### config.mk
export PLATFORM = sky130hd
export DESIGN_NAME = clock_victim_sel
export DESIGN_NICKNAME = d
export VERILOG_FILES = /design/src/rtl/clock_sel_pkg.sv /design/src/rtl/clock_ref_flags.sv /design/src/rtl/clock_sweep_ctrl.sv /design/src/rtl/clock_victim_sel.sv
export SDC_FILE = /design/constraint.sdc
export NUM_CORES = 1
export LEC_CHECK = 0
export BUFFER_PORTS_ARGS = -buffer_cell sky130_fd_sc_hd__buf_2
export CAP_MARGIN = 40
export CORE_MARGIN = 4
export CORE_UTILIZATION = 58
export CTS_CLUSTER_SIZE = 24
export DETAILED_ROUTE_END_ITERATION = 8
export HOLD_SLACK_MARGIN = 0.15
export PLACE_DENSITY = 0.91
export SKIP_CTS_REPAIR_TIMING = 1
export SYNTH_ARGS = -nofsm -noshare
export SYNTH_HDL_FRONTEND = slang
export SYNTH_HIERARCHICAL = 1
export SYNTH_SLANG_ARGS = --single-unit
export TNS_END_PERCENT = 5
### constraint.sdc
create_clock -name clk -period 3.69 [get_ports clk]
set_input_delay 0.1845 -clock clk [delete_from_list [all_inputs] [get_ports clk]]
set_output_delay 0.1845 -clock clk [all_outputs]
set_load 0.005 [all_outputs]
### src/rtl/clock_sel_pkg.sv
package clock_sel_pkg;

    typedef enum logic {
        ST_IDLE  = 1'b0,
        ST_SWEEP = 1'b1
    } sweep_st_e;

    // ring successor of frame i in a ring of n frames
    function automatic int unsigned ring_next(int unsigned i, int unsigned n);
        return (i + 1 >= n) ? 0 : i + 1;
    endfunction

endpackage

### src/rtl/clock_ref_flags.sv
module clock_ref_flags #(
    parameter int NUM_FRAMES = 8,
    parameter int IDX_W      = 3
) (
    input  logic                  clk,
    input  logic                  rst_n,
    input  logic                  set_en,
    input  logic [IDX_W-1:0]      set_idx,
    input  logic                  clr_en,
    input  logic                  pick_en,
    input  logic [IDX_W-1:0]      sweep_idx,
    output logic [NUM_FRAMES-1:0] flags
);

    logic [NUM_FRAMES-1:0] flag_d, flag_q;

    for (genvar i = 0; i < NUM_FRAMES; i++) begin : g_flag
        logic at_sweep;
        logic at_set;
        always_comb begin
            at_sweep  = (sweep_idx == IDX_W'(i));
            at_set    = set_en && (set_idx == IDX_W'(i));
            flag_d[i] = flag_q[i];
            if (at_set || (pick_en && at_sweep)) begin
                flag_d[i] = 1'b1;
            end
            // the sweep's clear has priority over an access in the same cycle
            if (clr_en && at_sweep) begin
                flag_d[i] = 1'b0;
            end
        end
    end

    always_ff @(posedge clk or negedge rst_n) begin
        if (!rst_n) begin
            flag_q <= '0;
        end else begin
            flag_q <= flag_d;
        end
    end

    assign flags = flag_q;

endmodule

### src/rtl/clock_sweep_ctrl.sv
module clock_sweep_ctrl
    import clock_sel_pkg::*;
#(
    parameter int NUM_FRAMES = 8,
    parameter int IDX_W      = 3
) (
    input  logic                  clk,
    input  logic                  rst_n,
    input  logic                  fault_req,
    input  logic [NUM_FRAMES-1:0] flags,
    output logic                  clr_en,
    output logic                  pick_en,
    output logic [IDX_W-1:0]      hand,
    output logic                  busy,
    output logic                  done,
    output logic [IDX_W-1:0]      victim
);

    typedef struct packed {
        sweep_st_e        st;
        logic [IDX_W-1:0] hand;
        logic             done;
        logic [IDX_W-1:0] victim;
    } ctrl_t;

    ctrl_t ctl_d, ctl_q;
    logic [IDX_W-1:0] hand_inc;

    always_comb begin
        hand_inc  = IDX_W'(ring_next(int'(ctl_q.hand), NUM_FRAMES));
        ctl_d      = ctl_q;
        ctl_d.done = 1'b0;
        clr_en     = 1'b0;
        pick_en    = 1'b0;
        case (ctl_q.st)
            ST_IDLE: begin
                if (fault_req) begin
                    ctl_d.st = ST_SWEEP;
                end
            end
            ST_SWEEP: begin
                if (flags[ctl_q.hand]) begin
                    clr_en     = 1'b1;
                    ctl_d.hand = hand_inc;
                end else begin
                    pick_en      = 1'b1;
                    ctl_d.done   = 1'b1;
                    ctl_d.victim = ctl_q.hand;
                    ctl_d.hand   = hand_inc;
                    ctl_d.st     = ST_IDLE;
                end
            end
            default: ctl_d.st = ST_IDLE;
        endcase
    end

    always_ff @(posedge clk or negedge rst_n) begin
        if (!rst_n) begin
            ctl_q <= '{st: ST_IDLE, hand: '0, done: 1'b0, victim: '0};
        end else begin
            ctl_q <= ctl_d;
        end
    end

    assign hand   = ctl_q.hand;
    assign busy   = (ctl_q.st == ST_SWEEP);
    assign done   = ctl_q.done;
    assign victim = ctl_q.victim;

endmodule

### src/rtl/clock_victim_sel.sv
module clock_victim_sel #(
    parameter  int NUM_FRAMES = 8,
    localparam int IDX_W      = (NUM_FRAMES > 1) ? $clog2(NUM_FRAMES) : 1
) (
    input  logic             clk,
    input  logic             rst_n,
    input  logic             ref_valid,
    input  logic [IDX_W-1:0] ref_idx,
    input  logic             fault_req,
    output logic             busy,
    output logic             victim_valid,
    output logic [IDX_W-1:0] victim_idx,
    output logic [IDX_W-1:0] hand_idx
);

    logic [NUM_FRAMES-1:0] ref_flags;
    logic                  sweep_clr;
    logic                  sweep_pick;

    clock_sweep_ctrl #(
        .NUM_FRAMES (NUM_FRAMES),
        .IDX_W      (IDX_W)
    ) u_ctrl (
        .clk       (clk),
        .rst_n     (rst_n),
        .fault_req (fault_req),
        .flags     (ref_flags),
        .clr_en    (sweep_clr),
        .pick_en   (sweep_pick),
        .hand      (hand_idx),
        .busy      (busy),
        .done      (victim_valid),
        .victim    (victim_idx)
    );

    clock_ref_flags #(
        .NUM_FRAMES (NUM_FRAMES),
        .IDX_W      (IDX_W)
    ) u_flags (
        .clk       (clk),
        .rst_n     (rst_n),
        .set_en    (ref_valid),
        .set_idx   (ref_idx),
        .clr_en    (sweep_clr),
        .pick_en   (sweep_pick),
        .sweep_idx (hand_idx),
        .flags     (ref_flags)
    );

endmodule

# After elaboration in Yosys (flattened, before gate mapping)
# Index checks and enable logic that the tools add are counted.
classes:
  n_addsub: 1
  n_lt_le_gt_ge: 2
  eq_ne: 14
  mux: 27
  bitwise: 2
  n_reduce_logical: 43
ops:
  columns: ["cell", "n"]
  rows:
  - ["3-bit equality test (second input constant)", 8]
  - ["1-bit logical AND", 24]
  - ["1-bit 2-to-1 mux", 22]
  - ["2-bit nonzero test", 8]
  - ["3-bit by 2-bit equality test with 1-bit output (second input constant)", 4]
  - ["1-bit logical OR", 8]
  - ["4-bit 2-to-1 mux", 2]
  - ["3-bit by 1-bit equality test with 1-bit output (second input constant)", 2]
  - ["3-bit logical NOT", 2]
  - ["3-bit by 1-bit adder with 4-bit output (second input constant)", 1]
  - ["4-bit greater-or-equal comparator (second input constant)", 1]
  - ["3-bit by 4-bit less-than comparator with 1-bit output (second input constant)", 1]
  - ["1-bit binary-select mux with 3-bit select", 1]
  - ["3-bit 2-to-1 mux", 1]
  - ["1-bit inverter", 2]
  - ["1-bit one-hot mux with 2 select lines", 1]
  - ["2-bit AND reduction", 1]
totals:
  regBits: 16
  wordCells: 101

# Logic depth before layout (Yosys ltp)
depth:
  depth_word: 8
  depth_mapped: 7
  depth_no_buf: 6

# By module
# Netlist, hierarchy kept.
by_module_without_submodules:
  columns: ["module", "instances", "cells_each", "area_per_inst_um2", "seq_area_each_um2"]
  rows:
  - ["clock_ref_flags", 1, 41, 496.7, 200.2]
  - ["clock_sweep_ctrl", 1, 40, 455.4, 200.2]

# Worst setup path after synthesis
# OpenSTA, ideal clock, no wires.
synth_path:
  kind: "reg2reg"
  start: "register u_ctrl.ctl_q (netlist bit u_ctrl/hand[0])"
  end: "register u_flags.flag_q[0] (netlist: u_flags/flags[0])"
  setup_time_ps: 66
  arrival_ps: 1970
  slack_ps: 1654
  stages_incl_launch_ff: 8
  synth_period_minus_slack_ps: 2036
  cell_sequence: "dfrtp_1 > buf_6 > mux2_4 > or3_4 > a41o_4 > inv_1 > nor4b_1 > o32a_1"
synth_between:
  elab_chain_len: 7
  elab_cells_between_ends: 12
  cone_classes: "mux: 7; reduce/logical: 5"
synth_lines:
  columns: ["item", "line_no", "source"]
  rows:
  - ["start: declaration", "clock_sweep_ctrl.sv:26", "ctrl_t ctl_d, ctl_q;"]
  - ["start signal: assignment", "clock_sweep_ctrl.sv:59", "ctl_q <= '{st: ST_IDLE, hand: '0, done: 1'b0, victim: '0};"]
  - ["start signal: assignment", "clock_sweep_ctrl.sv:61", "ctl_q <= ctl_d;"]
  - ["1-bit binary-select mux with 3-bit select", "clock_sweep_ctrl.sv:42", "if (flags[ctl_q.hand]) begin"]
  - ["1-bit 2-to-1 mux (not written as such)", "clock_sweep_ctrl.sv:42", null]
  - ["1-bit 2-to-1 mux", "clock_sweep_ctrl.sv:42", null]
  - ["1-bit 2-to-1 mux", "clock_sweep_ctrl.sv:35", "case (ctl_q.st)"]
  - ["net sweep_pick", "clock_victim_sel.sv:18", "logic sweep_pick;"]
  - ["1-bit logical AND", "clock_ref_flags.sv:24", "if (at_set || (pick_en && at_sweep)) begin"]
  - ["1-bit logical OR", "clock_ref_flags.sv:24", null]
  - ["2-bit nonzero test (no source line)", null, null]
  - ["end signal: assignment", "clock_ref_flags.sv:38", "flag_q <= flag_d;"]
  - ["end: declaration", "clock_ref_flags.sv:15", "logic [NUM_FRAMES-1:0] flag_d, flag_q;"]
# The timed path passes the listed nets, and every way through them passes these cells. The select of a mux whose other input is x is not followed.
# A chain may end at the register's enable or synchronous reset.

# Worst setup path after layout
# Same ends and word-level chain as after synthesis.

==> results.cfg <==
[layout]
mostFrequentLayoutCells = dfrtp_1, buf_2, o32a_1
stdcell_count = 111
layout_commonest_cell = dfrtp_1
antenna_cells = 0
nFillCells = 115
layout-drive-gt1-share_pct = 28.4
finalNetCount = 104
final_core_util_pct = 68.8
synthToLayoutAreaGrowth_pct = 10.1

[critical_path]
crit_path_start = u_ctrl/hand[0]
path_cells = mux2_4, or3_4, a41o_4, inv_1, nor4b_1, o32a_1
cp.depth = 6
worstPathRequired_ns = 3.91
path_delay_family = flip-flops
r2r_setup_slack_ns = 1.27
worst-setup-path-type = flop to flop
rr_startpoint = u_ctrl/hand[0]
path_max_fanout = 22
cp_slowest_cell = dfrtp_1
arrival_ns = 2.64
worst-path-buf-inv = 1
rr_worst_depth = 6
r2r-end = u_flags/flags[0]
max_stage_delay_ns = 0.75
cp-start-kind = flop
critPathCaptureType = flop
timing.critical_path.to = u_flags/flags[0]

[logic_synthesis]
ys_types = 31
synthCells = 81
yosysWarnings = 6
syn-num-nets = 89
synthAdderAreaFrac_pct = 1.31
syn_area_um2 = 952
syn_avg_cell_area_um2 = 11.8
synth_mux_area_share_pct = 7.88
synth_xor_area_share_pct = 0.920
yosysSeqAreaShare_pct = 42.0
ys_ff_latch = 16
synth-simple-area-share_pct = 26.0
synth_compound_area_share_pct = 15.4
synth_top_family_by_area = simple AND/OR/NAND/NOR gates

[die]
ioPinCount = 15
fp.dieH_um = 48.5
fp-row-count = 14
die_area_mm2 = 0.00235
coreArea_mm2 = 0.00152
fp.dieW_um = 48.5
start_util_pct = 62.5

[sta]
fin_crit_ns = 2.42
drv_slew = 0
finalCritPeriodShare_pct = 65.6
finalClockSkew_ns = 0.00287
rsz0062_at_grt = no
worst_slew_pin_slew_ns = 0.620
hold_ws_ns = 0.206
fmax_mhz = 413
setup_viol = 0
slew_headroom_pct = 58.7
finalHoldViolations = 0
finalSetupTns_ns = 0

[global_routing]
grt_pass1_wl_um = 3160
grt_start_max_net_pins = 23
grt_pass1_vias = 696
grtUsageTotal_pct = 16.9
grt_overflow = 0
antenna_found_initial = 0

[routing]
route.detailed.drc = 0
postRouteAntennaNets = 0
drtPass1Iterations = 4
viasPerCell = 6.37
wire_per_inst_um = 16.7
drt-total-wl_um = 1860
vias = 707
drtIter0Drc = 12

[clock_tree]
tritoncts = built
htreeDepth = 1
insertion_delay_ns = 0.28
clk_path_buf_depth = 2
clkSlewWorstSetupHoldPaths_ns = 0.09
clockRootBuffer = clkbuf_4
clkSinkCount = 16
cts_buffers = 3

[place]
place_congestion = 0.854
hpwl_um = 1340
dp.cells = 105
port-buffer-count = 14

[run_status]
status = finished clean

[worst_hold_path]
hold_class = input pin to flop

[power_and_ir_drop]
ir_drop_mv = 0.532
p_leak_nw = 0.483
power_density_mw_per_mm2 = 894
power_mw = 0.937

[job]
maxCapViolCount = 0
-- worst min-delay path: stages --
cell	delay, ns
buf_2	0.14
nand4_1	0.07
a2bb2oi_1	0.06
-- per-layer routing --
metal  vias to the layer above  track usage (%)  wire length (µm)
met4                         0             8.97                43
met1                       332             22.1               851
met5                         -                0                 0
li1                        345                -                 -
met3                         6             3.68                85
met2                        24             25.9               875
-- stage by stage --
step / setup slack, ns / area (µm²)
after floorplan: 1.65 / 952
after global placement: 1.42 / 992
after detailed placement: 1.31 / 992
after CTS: 1.28 / 1030
after global routing: 1.14 / 1050
final: 1.27 / 1050
-- worst min path at each step --
stage | from | cells after the start | to
3_3_place_gp | rst_n | 1 | u_ctrl/victim[2]
3_5_place_dp | rst_n | 1 | u_ctrl/victim[2]
5_1_grt | ref_idx[1] | 3 | u_flags/flags[7]
6_report | ref_idx[1] | 3 | u_flags/flags[7]
4_1_cts | rst_n | 1 | u_ctrl/hand[2]
2_1_floorplan | rst_n | 0 | u_ctrl/busy
-- layout make-up --
| class | count | area [µm²] | share of cell area [%] |
|---|---|---|---|
| inverters | 3 | 11.3 | 1.07 |
| well taps | 16 | 20.0 | 1.91 |
| flip-flops and latches | 16 | 400 | 38.2 |
| clock buffers | 4 | 36.3 | 3.46 |
| multi-input cells | 56 | 490 | 46.8 |
| repair buffers | 16 | 90.1 | 8.59 |
-- cells in the mapped netlist --
cell / instances / share of area, %
nand3_1: 3 / 1.6
or2_2: 1 / 0.66
nor4bb_1: 1 / 1.1
nand2_1: 5 / 2.0
mux2i_1: 3 / 3.2
buf_2: 2 / 1.1
nor4b_1: 2 / 1.8
buf_4: 2 / 1.6
o32a_1: 7 / 7.4
mux2_4: 3 / 4.7
o21ai_0: 3 / 1.6
a41oi_1: 1 / 0.92
and4bb_2: 2 / 2.6
ha_1: 1 / 1.3
nor2_1: 2 / 0.79
a41o_4: 1 / 2.2
and4b_1: 6 / 6.3
or3_4: 1 / 1.2
and4bb_1: 3 / 3.9
xor2_1: 1 / 0.92
a21oi_1: 1 / 0.53
dfrtp_1: 16 / 42
inv_1: 3 / 1.2
clkbuf_8: 1 / 1.4
a22o_2: 1 / 1.1
nand4_1: 2 / 1.3
buf_6: 1 / 1.2
a2bb2oi_1: 1 / 0.92
o21a_1: 1 / 0.79
nand2b_1: 3 / 2.0
nand3b_1: 1 / 0.79
-- power breakdown --
group,internal (mW),switching [mW]
Combinational,0.254,0.188
Clock,0.0600,0.0531
Sequential,0.259,0.124
-- cells by family (layout without fill, tap and decap cells) --
family	count (synthesis)	count (layout)
flops	16	16
compound gates	16	16
xor+xnor	1	1
buf+inv	9	23
fa+ha+maj	1	1
simple gates	32	32
mux	6	6
-- sequential cells by signal, indices dropped and copies added (netlist names) --
name / count
u_ctrl/hand: 3
u_ctrl/done: 1
u_flags/flags: 8
u_ctrl/busy: 1
u_ctrl/victim: 3
No activity file was read; power rests on OpenSTA's default activity.
